## config.mk

```make
export PLATFORM = sky130hd
export DESIGN_NAME = chop_ctrl
export DESIGN_NICKNAME = d
export VERILOG_FILES = /design/src/rtl/chop_pkg.sv /design/src/rtl/chop_span_timer.sv /design/src/rtl/chop_on_gate.sv /design/src/rtl/chop_ctrl.sv
export SDC_FILE = /design/constraint.sdc
export NUM_CORES = 1
export LEC_CHECK = 0
export CORE_UTILIZATION = 45
export CTS_BUF_LIST = sky130_fd_sc_hd__clkbuf_4
export CTS_CLUSTER_SIZE = 14
export DETAILED_ROUTE_END_ITERATION = 10
export PLACE_DENSITY = 0.77
export SETUP_SLACK_MARGIN = 0.1
export SLEW_MARGIN = 20
export SYNTH_ARGS = -nofsm -noshare
export SYNTH_HDL_FRONTEND = slang
export SYNTH_SLANG_ARGS = --single-unit
export TNS_END_PERCENT = 50
```

## constraint.sdc

```tcl
create_clock -name clk -period 7.38 [get_ports clk]
set_input_delay 2.214 -clock clk [delete_from_list [all_inputs] [get_ports clk]]
set_output_delay 2.214 -clock clk [all_outputs]
set_load 0.02 [all_outputs]
```

## src/rtl/chop_pkg.sv

```systemverilog
package chop_pkg;

  typedef enum logic [1:0] {
    PH_ON  = 2'd0,
    PH_DT1 = 2'd1,
    PH_SR  = 2'd2,
    PH_DT2 = 2'd3
  } chop_phase_e;

  // A span of lim cycles is over in the cycle whose index is lim-1 (zero counts as one).
  function automatic logic span_over(input int unsigned idx, input int unsigned lim);
    return (idx + 1) >= lim;
  endfunction

  // The blanking window covers indices 0 .. blank-1.
  function automatic logic blank_over(input int unsigned idx, input int unsigned blank);
    return idx >= blank;
  endfunction

  function automatic chop_phase_e phase_after(input chop_phase_e p);
    chop_phase_e n;
    case (p)
      PH_ON:   n = PH_DT1;
      PH_DT1:  n = PH_SR;
      PH_SR:   n = PH_DT2;
      default: n = PH_ON;
    endcase
    return n;
  endfunction

endpackage

```

## src/rtl/chop_span_timer.sv

```systemverilog
module chop_span_timer #(
  parameter int W = 16
) (
  input  logic         clk,
  input  logic         rst_n,
  input  logic         start,
  input  logic [W-1:0] lim_in,
  output logic [W-1:0] idx,
  output logic         done
);
  import chop_pkg::*;

  localparam logic [W-1:0] IDX_MAX = '1;

  logic [W-1:0] lim_q;

  always_ff @(posedge clk or negedge rst_n) begin
    if (!rst_n) begin
      idx   <= '0;
      lim_q <= '0;
    end else if (start) begin
      idx   <= '0;
      lim_q <= lim_in;
    end else if (idx != IDX_MAX) begin
      idx <= idx + 1'b1;
    end
  end

  assign done = span_over(32'(idx), 32'(lim_q));

endmodule

```

## src/rtl/chop_on_gate.sv

```systemverilog
module chop_on_gate #(
  parameter int W = 16
) (
  input  logic         clk,
  input  logic         rst_n,
  input  logic         start,
  input  logic         in_on,
  input  logic [W-1:0] blank_in,
  input  logic [W-1:0] idx,
  input  logic         min_met,
  input  logic         trip,
  output logic         trip_ok,
  output logic         go_off
);
  import chop_pkg::*;

  logic [W-1:0] blank_q;
  logic         held_q;

  assign trip_ok = in_on && trip && blank_over(32'(idx), 32'(blank_q));
  assign go_off  = in_on && min_met && (trip_ok || held_q);

  always_ff @(posedge clk or negedge rst_n) begin
    if (!rst_n) begin
      blank_q <= '0;
      held_q  <= 1'b0;
    end else if (start) begin
      blank_q <= blank_in;
      held_q  <= 1'b0;
    end else if (trip_ok && !min_met) begin
      held_q <= 1'b1;
    end
  end

endmodule

```

## src/rtl/chop_ctrl.sv

```systemverilog
module chop_ctrl #(
  parameter int CNT_W = 16
) (
  input  logic             clk,
  input  logic             rst_n,
  input  logic             en,
  input  logic             trip,
  input  logic [CNT_W-1:0] blank_cyc,
  input  logic [CNT_W-1:0] minon_cyc,
  input  logic [CNT_W-1:0] dead_cyc,
  input  logic [CNT_W-1:0] off_cyc,
  output logic [1:0]       phase,
  output logic             ls_on,
  output logic             hs_on
);
  import chop_pkg::*;

  localparam int PH_W = $bits(chop_phase_e);

  chop_phase_e      ph_q;
  logic             run_q;
  logic             in_on;
  logic             span_done;
  logic             go_off;
  logic             trip_ok;
  logic             advance;
  logic             start;
  chop_phase_e      ph_next;
  logic [CNT_W-1:0] lim_sel;
  logic [CNT_W-1:0] idx;

  assign in_on   = run_q && (ph_q == PH_ON);
  assign advance = run_q && ((ph_q == PH_ON) ? go_off : span_done);
  assign start   = en && (!run_q || advance);
  assign ph_next = run_q ? phase_after(ph_q) : PH_ON;

  always_comb begin
    case (ph_next)
      PH_ON:   lim_sel = minon_cyc;
      PH_SR:   lim_sel = off_cyc;
      default: lim_sel = dead_cyc;
    endcase
  end

  chop_span_timer #(.W(CNT_W)) u_tmr (
    .clk    (clk),
    .rst_n  (rst_n),
    .start  (start),
    .lim_in (lim_sel),
    .idx    (idx),
    .done   (span_done)
  );

  chop_on_gate #(.W(CNT_W)) u_gate (
    .clk      (clk),
    .rst_n    (rst_n),
    .start    (start),
    .in_on    (in_on),
    .blank_in (blank_cyc),
    .idx      (idx),
    .min_met  (span_done),
    .trip     (trip),
    .trip_ok  (trip_ok),
    .go_off   (go_off)
  );

  always_ff @(posedge clk or negedge rst_n) begin
    if (!rst_n) begin
      run_q <= 1'b0;
      ph_q  <= PH_ON;
    end else if (!en) begin
      run_q <= 1'b0;
      ph_q  <= PH_ON;
    end else if (start) begin
      run_q <= 1'b1;
      ph_q  <= ph_next;
    end
  end

  assign phase = PH_W'(ph_q);
  assign ls_on = run_q && (ph_q == PH_ON);
  assign hs_on = run_q && (ph_q == PH_SR);

endmodule

```

==> results.toml, run 1 <==
[synth]
yosysTopAreaCell = "dfrtp_1"
synth.most_common_cell = "dfrtp_1"
synthTopCellsByCount = "dfrtp_1, inv_1, nand3_1"
synth_ff_type = "dfrtp_1"
yosys-top-cells-area = "dfrtp_1, ha_1, mux2_2"
synth_fp_nets = 466
yosys_warnings = 0
syn_area_mm2 = 0.00340
synth-seq-area-share_pct = 38.3
synth_edf_count = 0
syn_inst = 363
synth_area_per_cell_um2 = 9.36
yosysUniqueCellTypes = 39
ys_ff_latch = 52
async_flop_share_pct = 100
synth_top_area_share_pct = 38.3

[setup_path]
cp_cell_sequence = "nand2_1 -> inv_1 -> clkdlybuf4s50_1"
timing.critical_path.from = "run_q$_DFFE_PN0P_"
path_buf_inv = 2
worstSetupEndpointType = "primary output"
cpPeakStageDelay_ns = 0.75
arrival_ns = 2.05
r2r_start = "u_tmr.idx[2]$_DFFE_PN0P_"
crit_path_start_kind = "flop"
critPathTopFamily = "flip-flops"
cp.required_ns = 5.17
cp_max_fo = 19
crit_type = "flop to primary output"
cp_slowest_cell = "dfrtp_1"

[timing]
fmax_mhz = 235
report.final.hold_viol_count = 0
rsz0062_at_grt = "false"
period_share_pct = 57.7
timing.final.ws_setup_ns = 3.12
finalClockSkew_ns = 0.00901
fin_tns_setup_ns = 0
slew_viol_final = 0
max-slew-margin-rel_pct = 55.7
setup_viol = 0
holdWs_ns = 0.529
min_period_ns = 4.26
worst_slew_pin_slew_ns = 0.664

[drt]
wl_met3_um = 201
wire_per_inst_um = 13.3
ant_nets = 0
wl_met2_mm = 3.70
vias = 2734
drc = 0
dr.first_iter.drc_count = 124
highest_layer = "met4"
viasPerCell = 5.18
wl_met1_mm = 3.00
drt-pass1-iter-count = 4
routed_wl_mm = 7.05

[cts]
hold_buffers = 0
tritoncts = "done"
h-tree-depth = 2
clk_path_buf_depth = 2
clock_latency_ns = 0.38
cts_root_buffer = "clkbuf_4"
cts.sink_count = 52
clk_pin_slew_ns = 0.15
numCtsBuffers = 5
postCtsSetupBuffers = 0
cts.repair.resized = 0

[cells_and_area]
drive_above_1_share_pct = 7.93
fin_util_pct = 57.8
area_delta_synth_final_pct = 24.1
fin_cells = 528
fin_nets = 531
fillers = 681
fin_area_mm2 = 0.00422
antenna_cells = 0

[power]
sw_frac_of_total_pct = 34.9
ir_drop_uv = 133
pwr-share-seq_pct = 45.7
p_clk_share_pct = 14.4
powerDensity_mw_per_mm2 = 221
p_sw_mw = 0.326
p_int_mw = 0.608
finalPower_mw = 0.934
p_leak_nw = 2.07
pwr-share-comb_pct = 39.9

[die]
die-area_mm2 = 0.00790
die_y_um = 88.9
die_x_um = 88.9
initial_core_util_pct = 46.6
io_pins = 72
coreArea_mm2 = 0.00729
rows = 31

[min_path]
worstHoldStart = "u_gate.blank_q[11]$_DFFE_PN0P_"
min_path_type = "flop to flop"

[place]
hpwl_mm = 5.37
portBuffers = 71
preCtsSetupSlack_ns = 3.24
dpl-instance-area_mm2 = 0.00416
gp_congestion = 0.737
dp_cells = 520

[status]
run_status = "complete, no violations"

[global_routing]
track_usage_pct = 19.6
grt_remaining_overflow = 0
grt_pass1_vias = 2815
grt_max_degree = 53
grt_antenna_before_repair = 0
grt_pass1_wl_mm = 12.1

[run]
cap_viol_max_count = 0
==> cells by family (layout without fill, tap and decap cells) <==
logic type	count (synthesis)	in the layout	synth area share (%)
XOR/XNOR	15	15	3.87
AND/OR/NAND/NOR	99	99	14.9
adder cells (fa/ha/maj)	35	35	12.9
multiplexers	34	34	10.6
buffers and inverters	63	129	7.77
AO/OA/AOI/OAI	65	65	11.6
flip-flops	52	52	38.3
==> power groups by stage <==
stage	clock network [mW]	registers (mW)	logic (mW)
finish	0.135	0.427	0.372
global route	0.150	0.439	0.432
CTS	0.140	0.428	0.377
detailed placement	0	0.435	0.374
global placement	0	0.432	0.351
floorplan	0	0.419	0.271
==> final timing paths <==
| kind | slack [ns] | end | cells after the start |
|---|---|---|---|
| max in group asynchronous | 5.09 | u_gate.blank_q[8]$_DFFE_PN0P_ | 1 |
| max reg2reg | 3.68 | u_gate.blank_q[9]$_DFFE_PN0P_ | 15 |
| max | 3.12 | ls_on | 3 |
| min | 0.53 | u_gate.blank_q[11]$_DFFE_PN0P_ | 1 |
| min in group asynchronous | 1.84 | u_tmr.lim_q[13]$_DFFE_PN0P_ | 1 |
| min reg2reg | 0.53 | u_gate.blank_q[11]$_DFFE_PN0P_ | 1 |
==> cells in the final DEF (no fill, tap or decap), types with 2 or more instances in the layout <==
cell and instances:
nor2_1 15, xnor2_1 9, mux2i_1 17, nand3_1 37
and4_1 2, buf_4 3, nand2b_1 2, xor2_1 6
nor2b_1 2, nand2_1 29, clkdlybuf4s50_1 70, and3_1 2
dfrtp_1 52, nor3b_4 2, a211oi_1 7, clkbuf_4 7
ha_1 35, inv_1 48, a21oi_1 21, and2_1 3
o21ai_0 26, mux2_2 17, nand4_1 3
==> layer usage <==
| metal | vias to the layer above | track usage, % |
|---|---|---|
| met1 | 1300 | 22.5 |
| met4 | 0 | 5.72 |
| met2 | 40 | 37.3 |
| li1 | 1378 | - |
| met3 | 16 | 3.32 |
| met5 | - | 0 |
==> layout make-up <==
type,count,area (um2),area share [%]
Clock inverter,1,3.75,0.0890
Timing Repair Buffer,73,723,17.1
Sequential cell,52,1300,30.9
Clock buffer,7,52.6,1.25
Multi-Input combinational cell,248,1830,43.5
Tap cell,99,124,2.94
Inverter,48,180,4.27
==> flip-flops by register name (all words and copies together), names as in the netlist <==
register	cells
u_gate.blank_q	16
u_tmr.idx	16
u_tmr.lim_q	16
phase	2
run_q	1
u_gate.held_q	1
No activity file was read; power rests on OpenSTA's default activity.
==> inputs of run 2 (changes only) <==
==> constraint.sdc (replaced) <==
create_clock -name clk -period 4.21 [get_ports clk]
set_input_delay 1.263 -clock clk [delete_from_list [all_inputs] [get_ports clk]]
set_output_delay 1.263 -clock clk [all_outputs]
set_load 0.02 [all_outputs]
==> run 2 against run 1 <==
  * Clock power increased by 67%
  * Clock skew increased by 0.0062 ns
  * Critical endpoint is now u_gate.blank_q[10]$_DFFE_PN0P_
  * Critical path type is now flop to flop
  * Flip-flop and latch count unchanged
  * Die area unchanged
==> results.toml, run 2 (synthesis results as in run 1) <==
[status]
run_status = "complete, no violations"

[cells_and_area]
area_delta_synth_final_pct = 24.3
final_cell_mix = "clkdlybuf4s50_1, dfrtp_1, inv_1, nand3_1, ha_1"
fin_util_pct = 57.9
largest_registers = "u_gate.blank_q (16), u_tmr.idx (16), u_tmr.lim_q (16)"
antenna_cells = 0
fin_nets = 532
layout.cells.most_common = "clkdlybuf4s50_1"
fillers = 670
drive_above_1_share_pct = 8.14

[die]
io_pins = 72
rows = 31
initial_core_util_pct = 46.6
die-area_mm2 = 0.00790
coreArea_mm2 = 0.00729
die_y_um = 88.9
die_x_um = 88.9

[drt]
dr.first_iter.drc_count = 152
viasPerCell = 5.16
routed_wl_mm = 7.03
vias = 2727
wire_per_inst_um = 13.3
drt-pass1-iter-count = 4
ant_nets = 0
drc = 0

[setup_path]
crit_end = "u_gate.blank_q[10]$_DFFE_PN0P_"
r2r_slack_ns = 0.58
r2r_end = "u_gate.blank_q[10]$_DFFE_PN0P_"
worstSetupEndpointType = "flop"
ff2ff_path_depth = 15
crit_type = "flop to flop"
cp_max_fo = 48
timing.critical_path.from = "u_tmr.idx[2]$_DFFE_PN0P_"
r2r_start = "u_tmr.idx[2]$_DFFE_PN0P_"
cp.required_ns = 4.46
arrival_ns = 3.88
crit_path_start_kind = "flop"

[global_routing]
grt_pass1_vias = 2717
grt_max_degree = 49
grt_pass1_wl_mm = 12.0
grt_antenna_before_repair = 0
track_usage_pct = 19.3
grt_remaining_overflow = 0

[power]
ir_drop_uv = 163
p_leak_nw = 2.08
powerDensity_mw_per_mm2 = 385
finalPower_mw = 1.63

[timing]
rsz0062_at_grt = "false"
max-slew-margin-rel_pct = 49.3
fin_tns_setup_ns = 0
period_share_pct = 86.2
slew_viol_final = 0
min_period_ns = 3.63
setup_viol = 0
worst_slew_pin_slew_ns = 0.761
finalClockSkew_ns = 0.0152
report.final.hold_viol_count = 0
timing.final.ws_setup_ns = 0.580
fmax_mhz = 275

[cts]
cts.repair.resized = 0
clk_pin_slew_ns = 0.13
clk_path_buf_depth = 2
tritoncts = "done"
h-tree-depth = 2
postCtsSetupBuffers = 0
clock_latency_ns = 0.36
numCtsBuffers = 5
cts.sink_count = 52
cts_root_buffer = "clkbuf_4"
hold_buffers = 0

[place]
gp_congestion = 0.813
preCtsSetupSlack_ns = 0.582
hpwl_mm = 5.46
portBuffers = 71

[min_path]
min_path_type = "flop to flop"

[run]
cap_viol_max_count = 0
[run 2: cell count changes in the layout (fill, tap and decap cells not counted), sizes merged]
cell and delta:
buf +1
[run 2: area by class of cell]
cell class / count / area, um2 / share of cell area (%)
Tap cell: 99 / 124 / 2.93
Timing Repair Buffer: 74 / 728 / 17.2
Clock buffer: 7 / 52.6 / 1.24
Inverter: 48 / 180 / 4.27
Multi-Input combinational cell: 248 / 1830 / 43.4
Sequential cell: 52 / 1300 / 30.8
Clock inverter: 1 / 3.75 / 0.0889
[run 2: how the worst min path moves through the flow]
| stage | startpoint | to | slack (ns) | cells past startpoint |
|---|---|---|---|---|
| after floorplan | u_gate.blank_q[10]$_DFFE_PN0P_ | u_gate.blank_q[10]$_DFFE_PN0P_ | 0.48 | 1 |
| after global placement | u_gate.blank_q[1]$_DFFE_PN0P_ | u_gate.blank_q[1]$_DFFE_PN0P_ | 0.49 | 1 |
| after detailed placement | u_gate.blank_q[1]$_DFFE_PN0P_ | u_gate.blank_q[1]$_DFFE_PN0P_ | 0.50 | 1 |
| after CTS | u_gate.blank_q[1]$_DFFE_PN0P_ | u_gate.blank_q[1]$_DFFE_PN0P_ | 0.53 | 1 |
| after global routing | u_gate.blank_q[6]$_DFFE_PN0P_ | u_gate.blank_q[6]$_DFFE_PN0P_ | 0.54 | 1 |
| final | u_gate.blank_q[3]$_DFFE_PN0P_ | u_gate.blank_q[3]$_DFFE_PN0P_ | 0.52 | 1 |
[run 2: report_power, final]
part / internal, mW / leakage, nW / total (mW) / switching (mW)
logic: 0.326 / 1.41 / 0.652 / 0.326
clock network: 0.0776 / 0.0338 / 0.226 / 0.149
registers: 0.662 / 0.638 / 0.748 / 0.0857
total: 1.07 / 2.08 / 1.63 / 0.560
[run 2: layer usage]
metal / up-vias / track usage, % / wire length [um]
li1: 1374 / - / -
met1: 1287 / 23.7 / 2980
met2: 49 / 35.3 / 3680
met3: 17 / 3.05 / 227
met4: 0 / 5.13 / 131
met5: - / 0 / 0
[run 2: stage by stage]
stage | instance area [um2] | std cells | hold slack [ns]
floorplan | 3400 | 363 | 0.481
global placement | 4170 | 521 | 0.492
detailed placement | 4170 | 521 | 0.496
CTS | 4220 | 529 | 0.527
global route | 4220 | 529 | 0.540
finish | 4220 | 529 | 0.521
[run 2: critical path, stage by stage, from the launching register on]
cell      delay, ns
dfrtp_1        0.45
nand3_1        0.19
nor2_1         0.18
and2_1         0.22
nand4_1        0.14
xor2_1         0.19
inv_1          0.06
ha_1           0.29
a211oi_1       0.24
o21bai_1       0.10
a21oi_1        0.18
o211ai_2       0.09
a31oi_2        0.41
nor3b_4        0.07
buf_4          0.33
mux2_2         0.36
